## src/rtl/i2c_win_pkg.sv

```systemverilog
package i2c_win_pkg;
   typedef enum logic [1:0] {
      ST_PLAIN = 2'd0,
      ST_AND   = 2'd1,
      ST_OR    = 2'd2,
      ST_NONE  = 2'd3
   } store_e;

   localparam logic [11:0] OFS_BUF   = 12'h008;
   localparam logic [11:0] OFS_SETUP = 12'h010;
   localparam logic [11:0] OFS_CTRL  = 12'h020;
   localparam logic [11:0] OFS_STAT  = 12'h070;

   localparam logic [15:0] OP_ADDR_RD = 16'h0001;
   localparam logic [15:0] OP_ADDR_WR = 16'h4001;
   localparam logic [15:0] OP_DIR_RD  = 16'h1001;
   localparam logic [15:0] OP_DIR_WR  = 16'h6001;

   localparam int START_BIT    = 1;
   localparam int ST_BUSY_BIT  = 1;
   localparam int ST_NACK_BIT  = 2;
   localparam int ST_BADOP_BIT = 9;

   typedef struct packed {
      logic       ok;
      logic       wr;
      logic       direct;
      logic [6:0] dev;
      logic [7:0] index;
   } txn_req_t;
endpackage

```

## src/rtl/win_lane_swap.sv

```systemverilog
module win_lane_swap #(
   parameter int DW   = 32,
   parameter bit SWAP = 1'b1
) (
   input  logic [DW-1:0] din,
   output logic [DW-1:0] dout
);
   localparam int NB = DW / 8;

   if (DW % 8 != 0) begin : g_bad_dw
      $error("win_lane_swap: DW must be a whole number of bytes");
   end

   if (SWAP) begin : g_swap
      for (genvar b = 0; b < NB; b++) begin : g_lane
         assign dout[8*b +: 8] = din[8*(NB-1-b) +: 8];
      end
   end else begin : g_pass
      assign dout = din;
   end
endmodule

```

## src/rtl/win_store_alu.sv

```systemverilog
module win_store_alu
   import i2c_win_pkg::*;
#(
   parameter int DW = 32
) (
   input  store_e        kind,
   input  logic [DW-1:0] cur,
   input  logic [DW-1:0] wdat,
   output logic [DW-1:0] nxt
);
   always_comb begin
      unique case (kind)
         ST_AND:  nxt = cur & wdat;
         ST_OR:   nxt = cur | wdat;
         ST_NONE: nxt = cur;
         default: nxt = wdat;
      endcase
   end
endmodule

```

## src/rtl/win_setup_decode.sv

```systemverilog
module win_setup_decode
   import i2c_win_pkg::*;
(
   input  logic [31:0] setup,
   output txn_req_t    dec
);
   logic [15:0] op;
   assign op = setup[31:16];

   always_comb begin
      dec.ok     = (op == OP_ADDR_RD) || (op == OP_ADDR_WR) ||
                   (op == OP_DIR_RD)  || (op == OP_DIR_WR);
      dec.wr     = (op == OP_ADDR_WR) || (op == OP_DIR_WR);
      dec.direct = (op == OP_DIR_RD)  || (op == OP_DIR_WR);
      dec.dev    = dec.direct ? 7'd0 : setup[14:8];
      dec.index  = dec.direct ? setup[15:8] : setup[7:0];
   end
endmodule

```

## src/rtl/win_txn_ctrl.sv

```systemverilog
module win_txn_ctrl
   import i2c_win_pkg::*;
(
   input  logic       clk,
   input  logic       rst_n,
   input  logic       launch,
   input  txn_req_t   dec,
   input  logic [7:0] buf_lo,
   input  logic       rsp_valid,
   input  logic       rsp_ack,
   output logic       busy,
   output logic       err_nack,
   output logic       err_badop,
   output logic       capture,
   output logic       req_valid,
   output logic       req_write,
   output logic       req_direct,
   output logic [6:0] req_dev,
   output logic [7:0] req_index,
   output logic [7:0] req_data
);
   always_ff @(posedge clk) begin
      if (!rst_n) begin
         busy       <= 1'b0;
         err_nack   <= 1'b0;
         err_badop  <= 1'b0;
         req_valid  <= 1'b0;
         req_write  <= 1'b0;
         req_direct <= 1'b0;
         req_dev    <= '0;
         req_index  <= '0;
         req_data   <= '0;
      end else begin
         req_valid <= 1'b0;
         if (launch) begin
            err_nack  <= 1'b0;
            err_badop <= !dec.ok;
            if (dec.ok) begin
               busy       <= 1'b1;
               req_valid  <= 1'b1;
               req_write  <= dec.wr;
               req_direct <= dec.direct;
               req_dev    <= dec.dev;
               req_index  <= dec.index;
               req_data   <= buf_lo;
            end
         end else if (busy && rsp_valid) begin
            busy     <= 1'b0;
            err_nack <= !rsp_ack;
         end
      end
   end

   assign capture = busy && rsp_valid && rsp_ack && !req_write;


   req_pulse_chk: assert property (@(posedge clk) disable iff (!rst_n)
      req_valid |=> !req_valid);

   done_clear_chk: assert property (@(posedge clk) disable iff (!rst_n)
      (busy && rsp_valid) |=> !busy);

   nack_flag_chk: assert property (@(posedge clk) disable iff (!rst_n)
      (busy && rsp_valid && !rsp_ack) |=> err_nack);

   badop_chk: assert property (@(posedge clk) disable iff (!rst_n)
      (launch && !dec.ok) |=> (err_badop && !busy && !req_valid));
endmodule

```

## src/rtl/i2c_cmd_window.sv

```systemverilog
module i2c_cmd_window
   import i2c_win_pkg::*;
#(
   parameter int ADDR_W    = 14,
   parameter int DW        = 32,
   parameter bit BYTE_SWAP = 1'b1
) (
   input  logic              clk,
   input  logic              rst_n,
   input  logic              bus_wr,
   input  logic [ADDR_W-1:0] bus_addr,
   input  logic [DW-1:0]     bus_wdata,
   output logic [DW-1:0]     bus_rdata,
   output logic              req_valid,
   output logic              req_write,
   output logic              req_direct,
   output logic [6:0]        req_dev,
   output logic [7:0]        req_index,
   output logic [7:0]        req_data,
   input  logic              rsp_valid,
   input  logic              rsp_ack,
   input  logic [7:0]        rsp_data
);
   localparam int OFS_W = 12;

   if (ADDR_W < OFS_W + 2) begin : g_bad_aw
      $error("i2c_cmd_window: ADDR_W must cover the store-kind bits");
   end
   if (DW != 32) begin : g_bad_dw
      $error("i2c_cmd_window: setup decode needs DW of 32");
   end

   logic [OFS_W-1:0] ofs;
   store_e           kind;
   logic             sel_buf, sel_setup, sel_ctrl, sel_stat;
   logic [DW-1:0]    wint, cur, nxt, rint;
   logic [DW-1:0]    buf_q, setup_q, ctrl_int, stat_int;
   logic             busy, err_nack, err_badop, capture, launch, st_ok;
   txn_req_t         dec;

   assign ofs       = bus_addr[OFS_W-1:0];
   assign kind      = store_e'(bus_addr[OFS_W+1:OFS_W]);
   assign sel_buf   = (ofs == OFS_BUF);
   assign sel_setup = (ofs == OFS_SETUP);
   assign sel_ctrl  = (ofs == OFS_CTRL);
   assign sel_stat  = (ofs == OFS_STAT);
   assign st_ok     = bus_wr && (kind != ST_NONE) && !busy;

   win_lane_swap #(.DW(DW), .SWAP(BYTE_SWAP)) u_swap_in  (.din(bus_wdata), .dout(wint));
   win_lane_swap #(.DW(DW), .SWAP(BYTE_SWAP)) u_swap_out (.din(rint),      .dout(bus_rdata));

   always_comb begin
      if (sel_buf)        cur = buf_q;
      else if (sel_setup) cur = setup_q;
      else                cur = ctrl_int;
   end

   win_store_alu #(.DW(DW)) u_alu (.kind(kind), .cur(cur), .wdat(wint), .nxt(nxt));

   win_setup_decode u_dec (.setup(setup_q), .dec(dec));

   assign launch = st_ok && sel_ctrl && nxt[START_BIT];

   win_txn_ctrl u_ctrl (
      .clk(clk), .rst_n(rst_n), .launch(launch), .dec(dec), .buf_lo(buf_q[7:0]),
      .rsp_valid(rsp_valid), .rsp_ack(rsp_ack), .busy(busy), .err_nack(err_nack),
      .err_badop(err_badop), .capture(capture), .req_valid(req_valid),
      .req_write(req_write), .req_direct(req_direct), .req_dev(req_dev),
      .req_index(req_index), .req_data(req_data)
   );

   always_ff @(posedge clk) begin
      if (!rst_n) begin
         buf_q   <= '0;
         setup_q <= '0;
      end else begin
         if (capture)
            buf_q[7:0] <= rsp_data;
         else if (st_ok && sel_buf)
            buf_q <= nxt;
         if (st_ok && sel_setup)
            setup_q <= nxt;
      end
   end

   always_comb begin
      ctrl_int               = '0;
      ctrl_int[START_BIT]    = busy;
      stat_int               = '0;
      stat_int[ST_BUSY_BIT]  = busy;
      stat_int[ST_NACK_BIT]  = err_nack;
      stat_int[ST_BADOP_BIT] = err_badop;
   end

   always_comb begin
      if (sel_buf)        rint = buf_q;
      else if (sel_setup) rint = setup_q;
      else if (sel_ctrl)  rint = ctrl_int;
      else if (sel_stat)  rint = stat_int;
      else                rint = '0;
   end


   buf_hold_chk: assert property (@(posedge clk) disable iff (!rst_n)
      (busy && !rsp_valid) |=> $stable(buf_q));

   setup_hold_chk: assert property (@(posedge clk) disable iff (!rst_n)
      busy |=> $stable(setup_q));

   capture_chk: assert property (@(posedge clk) disable iff (!rst_n)
      capture |=> (buf_q[7:0] == $past(rsp_data) && buf_q[DW-1:8] == $past(buf_q[DW-1:8])));
endmodule

```

## config.mk

```make
export PLATFORM = sky130hd
export DESIGN_NAME = i2c_cmd_window
export DESIGN_NICKNAME = d
export VERILOG_FILES = /design/src/rtl/i2c_win_pkg.sv /design/src/rtl/win_lane_swap.sv /design/src/rtl/win_store_alu.sv /design/src/rtl/win_setup_decode.sv /design/src/rtl/win_txn_ctrl.sv /design/src/rtl/i2c_cmd_window.sv
export SDC_FILE = /design/constraint.sdc
export NUM_CORES = 1
export LEC_CHECK = 0
export BUFFER_PORTS_ARGS = -buffer_cell sky130_fd_sc_hd__buf_2
export CAP_MARGIN = 30
export CORE_MARGIN = 5
export CORE_UTILIZATION = 54
export CTS_BUF_LIST = sky130_fd_sc_hd__clkbuf_4 sky130_fd_sc_hd__clkbuf_8 sky130_fd_sc_hd__clkbuf_16
export DETAILED_ROUTE_END_ITERATION = 16
export PLACE_DENSITY = 0.87
export SLEW_MARGIN = 20
export SYNTH_ARGS = -nofsm -noshare
export SYNTH_HDL_FRONTEND = slang
export SYNTH_SLANG_ARGS = --single-unit
```

## constraint.sdc

```tcl
create_clock -name clk -period 3 [get_ports clk]
set_clock_uncertainty 0.15 [all_clocks]
set_input_delay 0.6 -clock clk [delete_from_list [all_inputs] [get_ports clk]]
set_output_delay 0.6 -clock clk [all_outputs]
set_load 0.01 [all_outputs]
```

==> impl_results.md <==
* Routed length per instance at 18.3 µm
* Mux cell area share after synthesis at 0%
* Setup crit start kind: input pin
* Max-cap viol count at 0
* Worst Path Max Fanout at 4
* Initial antenna violation count at 0
* Vias in the first global route at 4719
* Ports at 117
* CTS tree: built
* Port Buf Inserts at about 120
* Synthesized flop and latch total at 93
* Die Height at 104 µm
* Status: finished, final reports clean
* Sequential area share after synthesis at around two fifths
* Post-synthesis compound-gate area fraction at 33.4%
* F_max at 0.339 GHz
* Setup total negative slack at 0 ns
* Critical Path Sink: bus_rdata[25]
* Grt ovf at 0
* Ys flop type: dfxtp_1
* P&R area growth vs syn at 19.4%
* Overall routing resource usage at between 20% and 30%
* H-tree depth at 3
* # rows at 34
* CTS Buf Count at 9
* Post-Synth XOR/XNOR Area at 0.185%
* Multi-input logic area at 2610 µm²
* CP endpoint kind: output pin
* Die W at 104 µm
* Largest family of logic cells by synthesized area: compound AO/OA/AOI/OAI gates
* Final WS setup at about 0.054 ns
* Hold WC Path Type: flop to flop
* Drt drc at 0
* 1st-iter DRT viols at 365
* Storage element area at 1860 µm²
* Worst Hold Depth at 2
* Post-synth EDFFs at 0
* Area of the mapped netlist at 4730 µm²
* Critical path required time at 2.25 ns
* Peak VDD IR at around 0.00023 V
* Dpl hpwl at 10100 µm
* Root Driver: clkbuf_8
* Fillers at 747
* Gpl congestion at between 0.8 and 0.9
* R2R depth at 5
* Crit path time final at between 2 and 3 ns
* Clk_lat worst skew at 0.36 ns
* Critical path class: input pin to output pin
* Simple-gate share of the synthesized area at 21.2%
* Mapped Avg Cell Area at between 8 and 9 µm²
* Adder-cell share of the synthesized area at 0%
* Reg2reg start: setup_q[17]
* DR vias/cell at roughly 6.5
* R2R Path End: u_ctrl.req_index[1]
* Synth Warn # at 0
* Period utilization at 98.2%
* DR vias at 5034
* Rel. slew slack at between 50% and 60%
* RSZ-0062 raised after global routing: false
* Crit path from: bus_addr[2]
* DP Worst Slack at 0.0761 ns
* Least-Margin Pin Slew at 0.668 ns
* Pwr/cell area at 423 nW/µm²
* Max clock buf depth at 2
* Register clock-pin slew on the reported worst setup and hold paths at 0.08 ns
* Drt pass-1 iters at 5
* Distinct cells, synth at 53
* Core region area at around 8600 µm²
* Post-synthesis cell count at around 570
* Fraction of layout cells with a size suffix above 1 at 26.2%
* DIE AREA at ~11000 µm²
* Final setup vio count at 0
* Final Hold Viols at 0
* Fraction of registers with async set/reset at 0%
* First-pass GRT wire length at 22900 µm
* Hold Startpoint: buf_q[28]
* Final Max Slew Viols at 0
* R2r setup slk at 0.74 ns
* Syn nets at 632
* Clk sinks at 93
* Diodes inserted at 0
* Largest net degree at the start of global routing at 47
* Leak at 0.00223 µW
* Final WL at 14300 µm
* Starting Density at a little over half
* Nets at 726
* Post-route ant nets at 0
* Worst Path Arrival at 2.20 ns
-- where the power goes --
| group | internal, µW | switching, µW | leakage, µW |
|---|---|---|---|
| clock | 550 | 441 | 0.000116 |
| sequential | 1230 | 0.0400 | 0.000749 |
| combinational | 58.6 | 109 | 0.00136 |
-- repair_timing --
item                       CTS  global route
buffers inserted             0             0
gates resized for setup      0             1
setup endpoints to repair    0             1
hold buffers                 0             0
hold endpoints to repair     0             0
-- cell type report --
class                      count  area share, %
multi-input combinational    418           46.2
sequential                    93           33.0
timing repair buffer         141           14.0
tap                          108           2.39
clock buffer                   9           2.19
clock inverter                 6           1.97
inverter                       4          0.266
-- sequential cells by signal (all words and copies together), names as in the netlist, 7 cells and up --
name	count
setup_q	32
u_ctrl.req_data	8
u_ctrl.req_index	8
buf_q	32
u_ctrl.req_dev	7
-- placed cells by master (no fill, tap or decap), drive strengths merged, types with 5 or more instances in the layout --
cell type	netlist	layout
dfxtp	93	93
a22o	27	27
o31ai	17	17
nor2	11	11
nand4	19	19
o22ai	50	50
clkbuf	37	9
nand2	65	65
and3	25	25
nor3	8	8
a31oi	12	12
a21oi	37	37
a311oi	9	9
nand3	11	11
nor2b	5	5
a21boi	8	8
and2	22	22
o21ai	38	38
a22oi	21	21
buf	21	141
-- cell families after synthesis --
kind of cell	Yosys count
compound gates	232
flops	93
buf+inv	62
xor+xnor	1
simple gates	185
-- stage by stage --
step / utilization [%] / power (µW) / hold slack (ns) / instances / instance area [µm²]
3_5_place_dp: 62.6 / 1430 / 0.292 / 764 / 5410
6_report: 65.4 / 2390 / 0.303 / 779 / 5650
5_1_grt: 65.4 / 2450 / 0.327 / 779 / 5650
4_1_cts: 65.3 / 2380 / 0.303 / 779 / 5640
2_1_floorplan: - / 1350 / 0.275 / 573 / 4730
3_3_place_gp: 62.5 / 1420 / 0.283 / 763 / 5400
-- metal layers --
layer / part of all wire, % / vias up / track usage [%] / wire length (µm)
li1: - / 2376 / - / -
met1: 41 / 2377 / 32.2 / 5880
met2: 48 / 240 / 41.6 / 6890
met3: 7.9 / 41 / 5.72 / 1130
met4: 2.6 / 0 / 8.43 / 370
met5: 0 / - / 0 / 0
-- critical path: stages --
cell	delay, ns
buf_2	0.11
or4_4	0.57
nor3b_1	0.31
a22oi_1	0.16
o32ai_1	0.26
buf_2	0.18
-- worst min path at each step --
stage / end / slack, ns
floorplan: buf_q[10] / 0.28
global placement: buf_q[11] / 0.28
detailed placement: buf_q[19] / 0.29
CTS: buf_q[28] / 0.30
global route: buf_q[28] / 0.33
finish: buf_q[28] / 0.30
-- cells in the mapped netlist (2+ instances only) --
cell / number / area share [%]
a21boi_0: 7 / 1.1
a21oi_1: 37 / 3.9
a22o_1: 27 / 5.0
a22oi_1: 21 / 3.3
a311oi_2: 8 / 2.5
a31oi_1: 12 / 1.6
and2_1: 22 / 2.9
and3_1: 25 / 3.3
and4b_1: 2 / 0.42
buf_2: 15 / 1.6
buf_4: 3 / 0.48
buf_6: 2 / 0.48
clkbuf_1: 37 / 2.9
dfxtp_1: 93 / 39
inv_1: 3 / 0.24
nand2_1: 64 / 5.1
nand2b_1: 2 / 0.26
nand3_1: 11 / 1.2
nand4_1: 19 / 2.5
nor2_1: 11 / 0.87
nor2b_1: 5 / 0.66
nor3_1: 5 / 0.53
nor3_2: 2 / 0.42
nor4_1: 3 / 0.40
o2111ai_1: 2 / 0.37
o21a_1: 3 / 0.48
o21ai_0: 31 / 3.3
o21ai_1: 7 / 0.74
o22ai_1: 50 / 6.6
o31ai_1: 17 / 2.7
o32ai_1: 2 / 0.37
or3_1: 3 / 0.40
or4_4: 2 / 0.48
No activity file was read; power rests on OpenSTA's default activity.
